File: src/rtl/cmp_timer_pkg.sv
package cmp_timer_pkg;
    localparam int TMR_NCH      = 2;
    localparam int TMR_PEND_LSB = 16;

    typedef enum logic {
        CH_IDLE    = 1'b0,
        CH_PENDING = 1'b1
    } ch_state_e;
endpackage

File: src/rtl/cmp_timer_chan.sv
module cmp_timer_chan
    import cmp_timer_pkg::*;
#(
    parameter int W = 32
) (
    input  logic         clk,
    input  logic         rst_n,
    input  logic         en_i,
    input  logic         cnt_wr_i,
    input  logic         cmp_wr_i,
    input  logic [W-1:0] wdata_i,
    output logic [W-1:0] cnt_o,
    output logic [W-1:0] cmp_o,
    output logic         pend_o,
    output logic         irq_o
);
    localparam logic [W-1:0] CMP_RST = {W{1'b1}};

    logic [W-1:0] cnt_q, cmp_q, cnt_inc;
    logic         hit;
    ch_state_e    state_q, state_d;

    assign cnt_inc = cnt_q + W'(1);
    // a hit is the step onto compare, never a standing equality
    assign hit     = !cnt_wr_i && (cnt_inc == cmp_q);

    always_ff @(posedge clk or negedge rst_n) begin
        if (!rst_n) begin
            cnt_q <= '0;
            cmp_q <= CMP_RST;
        end else begin
            cnt_q <= cnt_wr_i ? wdata_i : cnt_inc;
            if (cmp_wr_i) cmp_q <= wdata_i;
        end
    end

    always_comb begin
        state_d = state_q;
        unique case (state_q)
            CH_IDLE:    if (!cmp_wr_i && hit && en_i) state_d = CH_PENDING;
            CH_PENDING: if (cmp_wr_i) state_d = CH_IDLE;
            default:    state_d = CH_IDLE;
        endcase
    end

    always_ff @(posedge clk or negedge rst_n) begin
        if (!rst_n) state_q <= CH_IDLE;
        else        state_q <= state_d;
    end

    always_comb begin
        pend_o = (state_q == CH_PENDING);
        irq_o  = pend_o && en_i;
    end

    assign cnt_o = cnt_q;
    assign cmp_o = cmp_q;
endmodule

File: src/rtl/cmp_timer_regs.sv
module cmp_timer_regs #(
    parameter int W        = 32,
    parameter int ADDR_W   = 5,
    parameter int NCH      = 2,
    parameter int PEND_LSB = 16
) (
    input  logic                  clk,
    input  logic                  rst_n,
    input  logic                  sel_i,
    input  logic                  we_i,
    input  logic [ADDR_W-1:0]     addr_i,
    input  logic [W-1:0]          wdata_i,
    input  logic [NCH-1:0][W-1:0] cnt_i,
    input  logic [NCH-1:0][W-1:0] cmp_i,
    input  logic [NCH-1:0]        pend_i,
    output logic [NCH-1:0]        en_o,
    output logic [NCH-1:0]        cnt_wr_o,
    output logic [NCH-1:0]        cmp_wr_o,
    output logic [W-1:0]          rdata_o
);
    localparam int IDX_W = ADDR_W - 2;

    logic [IDX_W-1:0] widx;
    logic             aligned, wr_go, ctl_wr;
    logic [NCH-1:0]   en_q;

    assign widx    = addr_i[ADDR_W-1:2];
    assign aligned = (addr_i[1:0] == 2'b00);
    assign wr_go   = sel_i && we_i && aligned;
    assign ctl_wr  = wr_go && (widx == '0);

    always_comb begin
        cnt_wr_o = '0;
        cmp_wr_o = '0;
        for (int ch = 0; ch < NCH; ch++) begin
            cmp_wr_o[ch] = wr_go && (widx == IDX_W'(1 + 2*ch));
            cnt_wr_o[ch] = wr_go && (widx == IDX_W'(2 + 2*ch));
        end
    end

    always_ff @(posedge clk or negedge rst_n) begin
        if (!rst_n)      en_q <= '0;
        else if (ctl_wr) en_q <= wdata_i[NCH-1:0];
    end

    always_comb begin
        rdata_o = '0;
        if (aligned) begin
            if (widx == '0) begin
                rdata_o[NCH-1:0]         = en_q;
                rdata_o[PEND_LSB +: NCH] = pend_i;
            end
            for (int ch = 0; ch < NCH; ch++) begin
                if (widx == IDX_W'(1 + 2*ch)) rdata_o = cmp_i[ch];
                if (widx == IDX_W'(2 + 2*ch)) rdata_o = cnt_i[ch];
            end
        end
    end

    assign en_o = en_q;
endmodule

File: src/rtl/cmp_timer_pair.sv
module cmp_timer_pair
    import cmp_timer_pkg::*;
#(
    parameter int W      = 32,
    parameter int ADDR_W = 5
) (
    input  logic              clk,
    input  logic              rst_n,
    input  logic              bus_sel,
    input  logic              bus_we,
    input  logic [ADDR_W-1:0] bus_addr,
    input  logic [W-1:0]      bus_wdata,
    output logic [W-1:0]      bus_rdata,
    output logic [TMR_NCH-1:0] irq
);
    localparam int NCH = TMR_NCH;

    logic [NCH-1:0][W-1:0] cnt, cmp;
    logic [NCH-1:0]        pend, en, cnt_wr, cmp_wr;

    cmp_timer_regs #(
        .W(W), .ADDR_W(ADDR_W), .NCH(NCH), .PEND_LSB(TMR_PEND_LSB)
    ) u_regs (
        .clk(clk), .rst_n(rst_n), .sel_i(bus_sel), .we_i(bus_we),
        .addr_i(bus_addr), .wdata_i(bus_wdata), .cnt_i(cnt), .cmp_i(cmp),
        .pend_i(pend), .en_o(en), .cnt_wr_o(cnt_wr), .cmp_wr_o(cmp_wr),
        .rdata_o(bus_rdata)
    );

    for (genvar g = 0; g < NCH; g++) begin : g_ch
        cmp_timer_chan #(.W(W)) u_ch (
            .clk(clk), .rst_n(rst_n), .en_i(en[g]),
            .cnt_wr_i(cnt_wr[g]), .cmp_wr_i(cmp_wr[g]), .wdata_i(bus_wdata),
            .cnt_o(cnt[g]), .cmp_o(cmp[g]), .pend_o(pend[g]), .irq_o(irq[g])
        );
    end
endmodule

File: config.mk
export PLATFORM = sky130hd
export DESIGN_NAME = cmp_timer_pair
export DESIGN_NICKNAME = d
export VERILOG_FILES = /design/src/rtl/cmp_timer_pkg.sv /design/src/rtl/cmp_timer_chan.sv /design/src/rtl/cmp_timer_regs.sv /design/src/rtl/cmp_timer_pair.sv
export SDC_FILE = /design/constraint.sdc
export NUM_CORES = 1
export LEC_CHECK = 0
export BUFFER_PORTS_ARGS = -buffer_cell sky130_fd_sc_hd__buf_2
export CAP_MARGIN = 20
export CORE_MARGIN = 3
export CORE_UTILIZATION = 37
export CTS_BUF_LIST = sky130_fd_sc_hd__clkbuf_2 sky130_fd_sc_hd__clkbuf_4 sky130_fd_sc_hd__clkbuf_8
export DETAILED_ROUTE_END_ITERATION = 6
export PLACE_DENSITY = 0.65
export SLEW_MARGIN = 25
export SYNTH_ARGS = -nofsm -noshare
export SYNTH_HDL_FRONTEND = slang
export SYNTH_SLANG_ARGS = --single-unit
export TNS_END_PERCENT = 20
File: constraint.sdc
create_clock -name clk -period 2.8 [get_ports clk]
set_clock_uncertainty 0.1 [all_clocks]
set_input_delay 0.28 -clock clk [delete_from_list [all_inputs] [get_ports clk]]
set_output_delay 0.28 -clock clk [all_outputs]
set_load 0.02 [all_outputs]
# After elaboration in Yosys (flattened, before gate mapping)
# Index checks and enable logic that the tools add are counted.
[word_totals] ff_bits=132 elab_cells=53
[op_classes] n_eq_ne=6 reduce_logical=21 addsub=2 n_mux=15 bitwise_logic=2
[ops] operator="2-to-1 mux 32 bit" count=7
[ops] operator="adder 32 x 1 -> 32 bit, second input constant" count=2
[ops] operator="equality test 32 bit" count=2
[ops] operator="logical AND 1 bit" count=15
[ops] operator="equality test 3 x 2 -> 1 bit, second input constant" count=2
[ops] operator="zero test 1 bit" count=4
[ops] operator="2-to-1 mux 1 bit" count=4
[ops] operator="2-to-1 mux 2 bit" count=2
[ops] operator="one-hot mux 1 bit (2 select lines)" count=2
[ops] operator="equality test 3 x 1 -> 1 bit, second input constant" count=1
[ops] operator="equality test 3 bit, second input constant" count=1
[ops] operator="zero test 3 bit" count=1
[ops] operator="zero test 2 bit" count=1
[ops] operator="NOT 1 bit" count=2

# Longest topological paths before layout
# Gate-level depths: netlist of the first run.
[logic_depth] depth_word=9 ltp_mapped=11 depth_no_buf=9

# Modules after synthesis
# Synthesis of the first run repeated with hierarchy kept, for this count alone.
[hier_totals] hier_cells=912 area_unflattened_um2=9037.4
[by_module_without_submodules] module="cmp_timer_chan" cells_each=383 n_inst=2 area_per_inst_um2=3951.3
[by_module_without_submodules] module="cmp_timer_regs" cells_each=146 n_inst=1 area_per_inst_um2=1134.8

# Worst setup path after synthesis of the first run
# OpenSTA, ideal clock, no wires.
[synth_timing] path_type="register to register" from="register g_ch[0].u_ch.cnt_q[0]" to="register g_ch[0].u_ch.state_q" setup_ps=68 path_slack_ps=258 synth_period_minus_slack_ps=2542 arrival_time_ps=2373 path_buffers=0 stages_incl_launch_ff=10 path_cell_list="dfrtp_1 > ha_1 > and3_1 > nand3_1 > xor2_1 > xor2_1 > nand2_1 > or4_1 > nor4_1 > a32o_1"
[synth_between] elab_chain_len=7
[synth_rtl] item="start, declared" line_no="cmp_timer_chan.sv:19" text="logic [W-1:0] cnt_q, cmp_q, cnt_inc;"
[synth_rtl] item="start signal, assigned" line_no="cmp_timer_chan.sv:32" text="cnt_q <= cnt_wr_i ? wdata_i : cnt_inc;"
[synth_rtl] item="adder 32 x 1 -> 32 bit" line_no="cmp_timer_chan.sv:23" text="assign cnt_inc = cnt_q + W'(1);"
[synth_rtl] item="equality test 32 bit" line_no="cmp_timer_chan.sv:25" text="assign hit = !cnt_wr_i && (cnt_inc == cmp_q);"
[synth_rtl] item="logical AND 1 bit" line_no="cmp_timer_chan.sv:25"
[synth_rtl] item="logical AND 1 bit (2 in a row)" line_no="cmp_timer_chan.sv:40" text="CH_IDLE: if (!cmp_wr_i && hit && en_i) state_d = CH_PENDING;"
[synth_rtl] item="2-to-1 mux 1 bit" line_no="cmp_timer_chan.sv:40"
[synth_rtl] item="one-hot mux 1 bit (2 select lines)" line_no="cmp_timer_chan.sv:39" text="unique case (state_q)"
[synth_rtl] item="named net g_ch[0].u_ch.state_d" line_no="cmp_timer_chan.sv:21" text="ch_state_e state_q, state_d;"
[synth_rtl] item="end signal, assigned" line_no="cmp_timer_chan.sv:48" text="else state_q <= state_d;"
[synth_rtl] item="end, declared" line_no="cmp_timer_chan.sv:21"
# The timed path passes the listed nets, and every way through them passes these cells.
# A chain may end at the register's enable or synchronous reset.

# Worst setup path after layout of the first run
[layout_timing] from="register g_ch[1].u_ch.cnt_q[1]" to="register g_ch[1].u_ch.state_q"
[layout_between] elab_chain_len=7
[layout_rtl] item="start, declared" line_no="cmp_timer_chan.sv:19"
[layout_rtl] item="start signal, assigned" line_no="cmp_timer_chan.sv:32"
[layout_rtl] item="adder 32 x 1 -> 32 bit" line_no="cmp_timer_chan.sv:23"
[layout_rtl] item="equality test 32 bit" line_no="cmp_timer_chan.sv:25"
[layout_rtl] item="logical AND 1 bit" line_no="cmp_timer_chan.sv:25"
[layout_rtl] item="logical AND 1 bit (2 in a row)" line_no="cmp_timer_chan.sv:40"
[layout_rtl] item="2-to-1 mux 1 bit" line_no="cmp_timer_chan.sv:40"
[layout_rtl] item="one-hot mux 1 bit (2 select lines)" line_no="cmp_timer_chan.sv:39"
[layout_rtl] item="named net g_ch[1].u_ch.state_d" line_no="cmp_timer_chan.sv:21"
[layout_rtl] item="end signal, assigned" line_no="cmp_timer_chan.sv:48"
[layout_rtl] item="end, declared" line_no="cmp_timer_chan.sv:21"
# The timed path passes the listed nets, and every way through them passes these cells.

==> results of run 1 <==
==> area by class of cell <==
type | count | area (um^2) | area share, %
Multi-Input combinational cell | 723 | 5100 | 49.4
Sequential cell | 132 | 3380 | 32.8
Timing Repair Buffer | 144 | 932 | 9.03
Tap cell | 313 | 392 | 3.79
Clock buffer | 20 | 269 | 2.60
Clock inverter | 12 | 203 | 1.96
Inverter | 13 | 48.8 | 0.472
==> registers in the layout, indices dropped and copies added, names as in the netlist <==
signal and cells:
g_ch.u_ch.cmp_o 64, u_regs.en_o 2, g_ch.u_ch.cnt_o 64, g_ch.u_ch.pend_o 2
==> cells in the final DEF, fill, tap and decap left out, drive strengths merged, types with 4 or more instances in the layout <==
master / instances
o2111ai: 6
mux4: 4
a31oi: 4
nand4: 29
or2: 4
a21oi: 100
clkbuf: 20
bufinv: 5
dfstp: 64
o21ai: 15
mux2: 90
and4: 8
buf: 142
xnor2: 57
and3: 16
nor3b: 7
nor2: 144
nand2: 35
xor2: 55
nor3: 15
nand3b: 6
o22ai: 4
a22oi: 32
dfrtp: 68
inv: 14
and2: 6
nor4: 13
nand3: 30
clkinv: 5
==> how the worst max path moves through the flow <==
stage / start / end / slack, ns / cells after the start
2_1_floorplan: g_ch[0].u_ch.cnt_o[0] / g_ch[0].u_ch.pend_o / 0.26 / 9
3_3_place_gp: g_ch[1].u_ch.cnt_o[2] / g_ch[1].u_ch.pend_o / 0.14 / 9
3_5_place_dp: g_ch[1].u_ch.cnt_o[0] / g_ch[1].u_ch.pend_o / 0.13 / 10
4_1_cts: g_ch[0].u_ch.cnt_o[0] / g_ch[0].u_ch.pend_o / 0.05 / 9
5_1_grt: g_ch[0].u_ch.cnt_o[3] / g_ch[0].u_ch.pend_o / 0.005 / 8
6_report: g_ch[1].u_ch.cnt_o[1] / g_ch[1].u_ch.pend_o / 0.12 / 9
==> per-layer routing <==
layer | vias up | wire, um
li1 | 3542 | -
met1 | 3800 | 12700
met2 | 308 | 12900
met3 | 44 | 1770
met4 | 0 | 675
met5 | - | 0
==> what timing repair did <==
action                                 in CTS  in global routing
endpoints found under the hold margin      31                  0
resized for setup                           0                 10
setup endpoints to repair                   0                  2
hold buffers                                2                  0
==> cells by family (layout without fill, tap and decap cells) <==
kind of cell	Yosys count	in the layout
and+or+nand+nor	326	326
AOI/OAI and AO/OA	185	185
DFF	132	132
xor gates and xnor gates	114	114
muxes	96	96
buffers and inverters	83	189
adders and majority gates	2	2
==> power breakdown <==
| part | switching, uW | internal, uW | total [uW] | leakage (uW) |
|---|---|---|---|---|
| combinational | 1280 | 1140 | 2420 | 0.00250 |
| clock | 800 | 1120 | 1920 | 0.000237 |
| sequential | 588 | 2420 | 3010 | 0.00147 |
==> per-stage QoR <==
stage	instance area, um^2	power [uW]	util [%]
floorplan	8790	4470	-
global route	10300	7740	44.9
global placement	9790	5350	42.6
finish	10300	7360	44.9
CTS	10300	7320	44.7
detailed placement	9790	5390	42.6
==> summary.md, run 1 <==
| Metric | Value |
|---|---|
| R2R Setup Slk | `~0.12 ns` |
| Root Buffer | `clkbuf_8` |
| Top cells by count, synth | `nor2_1 (141), a21oi_1 (100), mux2_2 (90)` |
| Lkg Pwr | `0.00421 uW` |
| Syn_area_per_cell | `9.37 um^2` |
| Mux contribution to synthesized area | `around an eighth` |
| Vias | `about 7,700` |
| Critical path data required time | `about 3.1 ns` |
| Status | `completed` |
| IO Pins | `75` |
| Synth Flop Type | `dfrtp_1` |
| Row cnt | `55` |
| Antenna diodes | `0` |
| Die area | `about 26,000 um^2` |
| Path type of the worst setup path | `reg2reg` |
| DRC | `0` |
| Die Ht | `approximately 160 um` |
| Hold_sp | `bus_wdata[31]` |
| Post-Syn Area | `8790 um^2` |
| Worst Hold End | `g_ch[1].u_ch.cmp_o[31]` |
| CTS max path bufs | `2` |
| Slew Limit Fails | `0` |
| H-tree Lvls | `4` |
| Starting density of the core | `about two fifths` |
| Worst Slack Setup Final | `about 0.12 ns` |
| Worst R2R Path Depth | `9` |
| Setup TNS | `0 ns` |
| Cell family with most CP delay | `simple AND/OR/NAND/NOR gates` |
| Final wirelength | `between 20,000 and 30,000 um` |
| Clock Pin Slew Worst Setup and Hold Paths | `around 0.080 ns` |
| Fmax | `about 0.37 GHz` |
| TritonCTS buffer count | `17` |
| Gr busiest metal | `met2` |
| Synth Area in Adders | `less than 1%` |
| Max-Slew Margin vs Limit | `54.7%` |
| Vias in the first global route | `about 7,400` |
| Global-route met1 utilization | `between 30% and 40%` |
| Layout overhead on the synthesized area | `17.5%` |
| Antenna viol nets, final | `0` |
| Dpl ws | `0.131 ns` |
| Final Cycle Share | `a little over nine tenths` |
| Post-DP HPWL | `21,600 um` |
| CP Capture Type | `register` |
| Unique masters post-synth | `69` |
| Wire per inst | `20.7 um` |
| Pin count of the biggest net entering global routing | `70` |
| Crit start category | `register` |
| Crit path buf inv count | `1` |
| Violation count after the first detailed-route iteration | `approximately 830` |
| Met3 Usage GRT | `3.84%` |
| Largest family of logic cells by synthesized area | `simple AND/OR/NAND/NOR gates` |
| CTS sink count | `between 100 and 150` |
| CP max FO | `8` |
| Worst hold stages | `2` |
| Post-Synth XOR/XNOR Area | `between 10% and 20%` |
| Most common cell in the synthesized netlist | `nor2_1` |
| Finished Layout Cells | `1,357` |
| Flops & latches, synth | `132` |
| Crit path DAT | `slightly below 3 ns` |
| Number of synthesized flops with an enable pin | `0` |
| Ys async rst share | `100%` |
| Worst path cell trace | `ha_1 -> and2_1 -> nand4_4 -> or3_4 -> a311oi_2 -> nand4_1 -> nor4_1 -> buf_4 -> a31o_1` |
| P per Cell Area | `a little over 700 nW/um^2` |
| Post-Synth Simple-Gate Area | `between 15 and 20%` |
| CTS tree | `built` |
| Met2 Track Usage GR | `between 30% and 40%` |
| Chip Width | `approximately 160 um` |
| Fraction of layout cells with a size suffix above 1 | `35.1%` |
| Post-layout net count | `1,074` |
| Core Region | `roughly 23,000 um^2` |
| First-pass GRT wire length | `roughly 44,000 um` |
| Worst hold margin | `~0.031 ns` |
| Worst r2r src | `g_ch[1].u_ch.cnt_o[1]` |
| Filler cells | `around 2,300` |
| GPL Wtd Cong | `0.973` |
| Compound-Gate Fraction of Synth Area | `roughly an eighth` |
| Worst Tran Pin Value | `between 0.6 and 0.7 ns` |
| Final setup fails | `0` |
| DRT Pass-1 Iters | `5` |
| GRT Total Usage | `21.9%` |
| IO Port Bufs | `74` |
| Slowest cell on crit path | `or3_4` |
| Slowest stage delay, CP | `approximately 0.48 ns` |
| Final hold viol count | `0` |
| Max-cap violations | `0` |
| Fin crit period | `between 2 and 3 ns` |
| Worst R2R End | `g_ch[1].u_ch.pend_o` |
| Most area-hungry cell type in the Yosys netlist | `dfrtp_1` |
| Clock latency on the worst-skew pair | `roughly 0.46 ns` |
| Initial antenna violation count | `0` |
| Post-Syn Instances | `around 940` |
| Hold crit path type | `in2reg` |
| Yosys warning count | `0` |
| Cells after DPL | `1,323` |
| Grt ovf | `0` |
| RSZ-0062 raised after global routing | `false` |
| Setup Fix Bufs, Post-CTS | `0` |
| Syn Nets | `between 900 and 1,000` |
| Vias per cell | `between 5 and 6` |
| Sequential fraction of the synthesis area | `a little under 40%` |
| Top cell type's share of synthesized area | `19.4%` |
| Top post-synthesis cells by area | `dfrtp_1 (19%), dfstp_2 (19%), mux2_2 (12%)` |
| VDD IR max | `331 uV` |
No activity file was read; power rests on OpenSTA's default activity.
==> run 2: changes to the inputs <==
==> constraint.sdc (replaced) <==
create_clock -name clk -period 2.8 [get_ports clk]
set_clock_uncertainty 0.1 [all_clocks]
set_input_delay 0.28 -clock clk [delete_from_list [all_inputs] [get_ports clk]]
set_output_delay 0.28 -clock clk [all_outputs]
set_load 0.005 [all_outputs]
==> summary.md, run 2 (synthesis gave the netlist of run 1 again) <==
| Metric | Value |
|---|---|
| Crit start category | `register` |
| Final wirelength | `between 20,000 and 30,000 um` |
| Pin count of the biggest net entering global routing | `80` |
| Worst R2R End | `g_ch[1].u_ch.pend_o` |
| Worst Tran Pin Value | `0.751 ns` |
| DRT Pass-1 Iters | `5` |
| Dpl ws | `between 0.08 and 0.09 ns` |
| Vias | `~7,600` |
| Initial antenna violation count | `0` |
| GPL Wtd Cong | `0.960` |
| Core Region | `roughly 23,000 um^2` |
| CP startpoint | `g_ch[1].u_ch.cnt_o[5]` |
| CTS tree | `built` |
| Hold_sp | `bus_wdata[31]` |
| Vias per cell | `5.64` |
| Final hold viol count | `0` |
| Slew Limit Fails | `0` |
| Crit path DAT | `2.94 ns` |
| P per Cell Area | `~670 nW/um^2` |
| GRT Total Usage | `approximately 22%` |
| Clock latency on the worst-skew pair | `between 0.4 and 0.5 ns` |
| Fmax | `between 0.3 and 0.4 GHz` |
| CP max FO | `7` |
| Lkg Pwr | `just over 0.004 uW` |
| H-tree Lvls | `4` |
| Footprint of the multi-input gates | `~5100 um^2` |
| Clock Pin Slew Worst Setup and Hold Paths | `0.07 ns` |
| Final setup fails | `0` |
| Status | `completed` |
| IO Port Bufs | `74` |
| Die Ht | `about 160 um` |
| Starting density of the core | `between 30% and 40%` |
| Max-cap violations | `0` |
| CTS max path bufs | `2` |
| IO Pins | `75` |
| Max-Slew Margin vs Limit | `50.0%` |
| VDD IR max | `slightly below 300 uV` |
| Row cnt | `55` |
| Commonest non-fill, non-tap cell in the layout | `nor2_1` |
| Path type of the worst setup path | `reg2reg` |
| Antenna viol nets, final | `0` |
| Worst r2r src | `g_ch[1].u_ch.cnt_o[5]` |
| Worst hold margin | `approximately 0.025 ns` |
| Most frequent cells in the layout | `nor2_1 (140), a21oi_1 (100), mux2_2 (90)` |
| Vias in the first global route | `approximately 7,500` |
| R2R Setup Slk | `around 0.16 ns` |
| Worst R2R Path Depth | `8` |
| Post-layout net count | `between 1,000 and 1,500` |
| Wire per inst | `roughly 20 um` |
| Antenna diodes | `0` |
| Violation count after the first detailed-route iteration | `just under 700` |
| CP endpoint | `g_ch[1].u_ch.pend_o` |
| Worst Slack Setup Final | `around 0.16 ns` |
| Hold crit path type | `in2reg` |
| Root Buffer | `clkbuf_8` |
| Chip Width | `160 um` |
| Final Cycle Share | `about 94%` |
| FF/Latch Area | `~3400 um^2` |
| Total power | `roughly 6800 uW` |
| Critical path data required time | `between 3 and 4 ns` |
| RSZ-0062 raised after global routing | `true` |
| TritonCTS buffer count | `17` |
| Fraction of layout cells with a size suffix above 1 | `approximately a third` |
| Grt ovf | `0` |
| Die area | `approximately 26,000 um^2` |
| First-pass GRT wire length | `43,500 um` |
| Setup TNS | `0 ns` |
| Setup Fix Bufs, Post-CTS | `0` |
| CP Capture Type | `register` |
| Post-DP HPWL | `between 20,000 and 25,000 um` |
| DRC | `0` |
| Layout overhead on the synthesized area | `15.2%` |
| CTS sink count | `roughly 130` |
| Filler cells | `approximately 2,300` |
| Fin crit period | `2.64 ns` |
## run 2: timing repair
action,CTS,global route
gates resized for setup,0,8
endpoints found under the setup margin,0,2
endpoints found under the hold margin,40,0
hold buffers,2,0
## run 2: where the power goes
group | leakage (uW) | total (uW) | switching (uW) | internal, uW
Clock | 0.000189 | 1480 | 776 | 705
Combinational | 0.00244 | 2310 | 1200 | 1110
Sequential | 0.00147 | 3050 | 623 | 2420
Total | 0.00410 | 6830 | 2590 | 4240
## run 2: worst max-delay path: stages, from the launching register on
cell     delay, ns
dfrtp_1       0.47
and3_2        0.32
nand4_2       0.27
nor4_1        0.42
xnor2_1       0.21
xnor2_1       0.12
nor4_1        0.33
and3_1        0.20
a31o_1        0.14
## run 2: layer usage
| metal | GRT usage (%) | part of all wire, % |
|---|---|---|
| met4 | 8.17 | 3.1 |
| met1 | 30.1 | 46 |
| met5 | 0 | 0 |
| met3 | 4.15 | 6.0 |
| met2 | 33.6 | 45 |
## run 2: layout make-up
type                       instances  area share (%)
tap                              313            3.87
inverter                          13           0.482
sequential                       132            33.4
timing repair buffer             135            8.54
clock buffer                      23            2.94
multi-input combinational        723            50.2
clock inverter                     9           0.544
## run 2: how the worst min path moves through the flow
stage,end,cells past startpoint
detailed placement,g_ch[1].u_ch.cnt_o[21],1
CTS,g_ch[0].u_ch.cmp_o[31],2
finish,g_ch[0].u_ch.cmp_o[31],2
global placement,g_ch[1].u_ch.cnt_o[25],1
floorplan,g_ch[0].u_ch.cnt_o[0],0
global route,g_ch[0].u_ch.cmp_o[31],2
## run 2: through the flow
step	area, um^2	instances	util (%)
6_report	10100	1348	44.1
5_1_grt	10100	1348	44.1
4_1_cts	10100	1348	43.9
3_5_place_dp	9720	1314	42.3
3_3_place_gp	9720	1314	42.3
2_1_floorplan	8790	938	-
==> run 3: changes to the inputs <==
--- a/config.mk
+++ b/config.mk
@@ -12,6 +12,7 @@
 export CTS_BUF_LIST = sky130_fd_sc_hd__clkbuf_2 sky130_fd_sc_hd__clkbuf_4 sky130_fd_sc_hd__clkbuf_8
 export DETAILED_ROUTE_END_ITERATION = 6
 export PLACE_DENSITY = 0.65
+export SETUP_SLACK_MARGIN = 0.2
 export SLEW_MARGIN = 25
 export SYNTH_ARGS = -nofsm -noshare
 export SYNTH_HDL_FRONTEND = slang
==> summary.md, run 3 (synthesis gave the netlist of run 1 again) <==
| Metric | Value |
|---|---|
| Die area | `~26,000 um^2` |
| CP Capture Type | `register` |
| IO Pins | `75` |
| Most frequent cells in the layout | `nor2_1 (139), a21oi_1 (100), mux2_2 (90)` |
| Fin crit period | `around 2.6 ns` |
| CP max FO | `7` |
| Worst hold margin | `about 0.027 ns` |
| Path type of the worst setup path | `reg2reg` |
| Filler cells | `~2,300` |
| Starting density of the core | `around two fifths` |
| Initial antenna violation count | `0` |
| Final setup fails | `0` |
| Antenna diodes | `0` |
| H-tree Lvls | `4` |
| CTS sink count | `132` |
| Cells after DPL | `around 1,300` |
| Critical path data required time | `slightly above 3 ns` |
| Clock latency on the worst-skew pair | `0.46 ns` |
| Wire per inst | `around 20 um` |
| Chip Width | `160 um` |
| Post-DP HPWL | `roughly 21,000 um` |
| Grt ovf | `0` |
| IO Port Bufs | `74` |
| Vias in the first global route | `7,532` |
| Pin count of the biggest net entering global routing | `80` |
| Fmax | `around 0.38 GHz` |
| Fraction of layout cells with a size suffix above 1 | `38.8%` |
| Crit path DAT | `2.89 ns` |
| Worst Slack Setup Final | `between 0.2 and 0.25 ns` |
| Vias | `approximately 7,700` |
| CTS tree | `built` |
| Root Buffer | `clkbuf_8` |
| Layout overhead on the synthesized area | `18.9%` |
| Post-layout net count | `1,082` |
| DRT Pass-1 Iters | `5` |
| Max-Slew Margin vs Limit | `48.8%` |
| Final wirelength | `about 28,000 um` |
| Dpl ws | `about 0.08 ns` |
| First-pass GRT wire length | `43,600 um` |
| Violation count after the first detailed-route iteration | `around 770` |
| Commonest non-fill, non-tap cell in the layout | `nor2_1` |
| Setup TNS | `0 ns` |
| Lkg Pwr | `around 0.0042 uW` |
| Row cnt | `55` |
| Slew Limit Fails | `0` |
| TritonCTS buffer count | `17` |
| Worst Tran Pin Value | `~0.77 ns` |
| P per Cell Area | `a little under 700 nW/um^2` |
| CTS max path bufs | `2` |
| Max-cap violations | `0` |
| Antenna viol nets, final | `0` |
| VDD IR max | `288 uV` |
| Vias per cell | `roughly 5.7` |
| Hold crit path type | `in2reg` |
| Final Cycle Share | `between 90% and 100%` |
| GPL Wtd Cong | `between 0.9 and 1` |
| DRC | `0` |
| Clock Pin Slew Worst Setup and Hold Paths | `approximately 0.08 ns` |
| Crit start category | `register` |
| Die Ht | `~160 um` |
| Status | `completed` |
| Final hold viol count | `0` |
| GRT Total Usage | `between 20% and 30%` |
| RSZ-0062 raised after global routing | `true` |
| Finished Layout Cells | `roughly 1,400` |
| Core Region | `23,000 um^2` |
run 3: worst max-delay path: stages (launching register included):
cell	delay, ns
dfrtp_1	0.41
buf_6	0.16
nand4_4	0.19
buf_4	0.20
nor3_2	0.19
xnor3_1	0.19
o2111ai_1	0.19
nor4_1	0.30
o2111ai_1	0.24
nor4_4	0.17
a32o_1	0.19
run 3: power by group:
part           internal (uW)  switching [uW]
sequential              2440             645
clock                    705             771
combinational           1210            1260
total                   4350            2680
run 3: layout make-up:
cell class / instances / area (um^2) / area share [%]
repair buffers: 152 / 1000 / 9.57
multi-input cells: 723 / 5260 / 50.3
clock buffers: 23 / 298 / 2.85
flip-flops and latches: 132 / 3400 / 32.5
well taps: 313 / 392 / 3.75
inverters: 13 / 48.8 / 0.467
clock inverters: 9 / 55.1 / 0.527
run 3: routing by layer:
layer,track usage [%],part of all wire [%],vias up
met5,0,0,-
met4,8.17,2.9,0
met3,4.05,6.5,57
met2,33.6,46,308
met1,30.2,44,3803
li1,-,-,3559
run 3: what timing repair did:
action / in CTS / in global routing
endpoints found under the setup margin: 2 / 2
pin swaps: 1 / 15
setup buffers: 0 / 17
resized for setup: 13 / 43
hold buffers: 2 / 0
endpoints found under the hold margin: 40 / 0
run 3: path summary, 6_finish.rpt:
check	startpoint	to	slack [ns]	cells past startpoint
worst max-delay path	g_ch[0].u_ch.cnt_o[0]	g_ch[0].u_ch.pend_o	0.20	10
worst min-delay path	bus_wdata[3]	g_ch[0].u_ch.cnt_o[3]	0.03	3
worst max register to register	g_ch[0].u_ch.cnt_o[0]	g_ch[0].u_ch.pend_o	0.20	10
worst min register to register	g_ch[0].u_ch.cmp_o[9]	g_ch[0].u_ch.cmp_o[9]	0.43	2
max in group asynchronous	rst_n	g_ch[0].u_ch.cmp_o[5]	1.48	3
min in group asynchronous	rst_n	g_ch[1].u_ch.cnt_o[22]	0.32	2
run 3: metrics by stage:
step / total power, uW / utilization [%] / cell area [um^2]
after global placement: 5290 / 42.3 / 9720
final: 7030 / 45.5 / 10400
after detailed placement: 5320 / 42.3 / 9720
after floorplan: 4450 / - / 8790
after CTS: 6850 / 44.2 / 10200
after global routing: 7410 / 45.5 / 10400
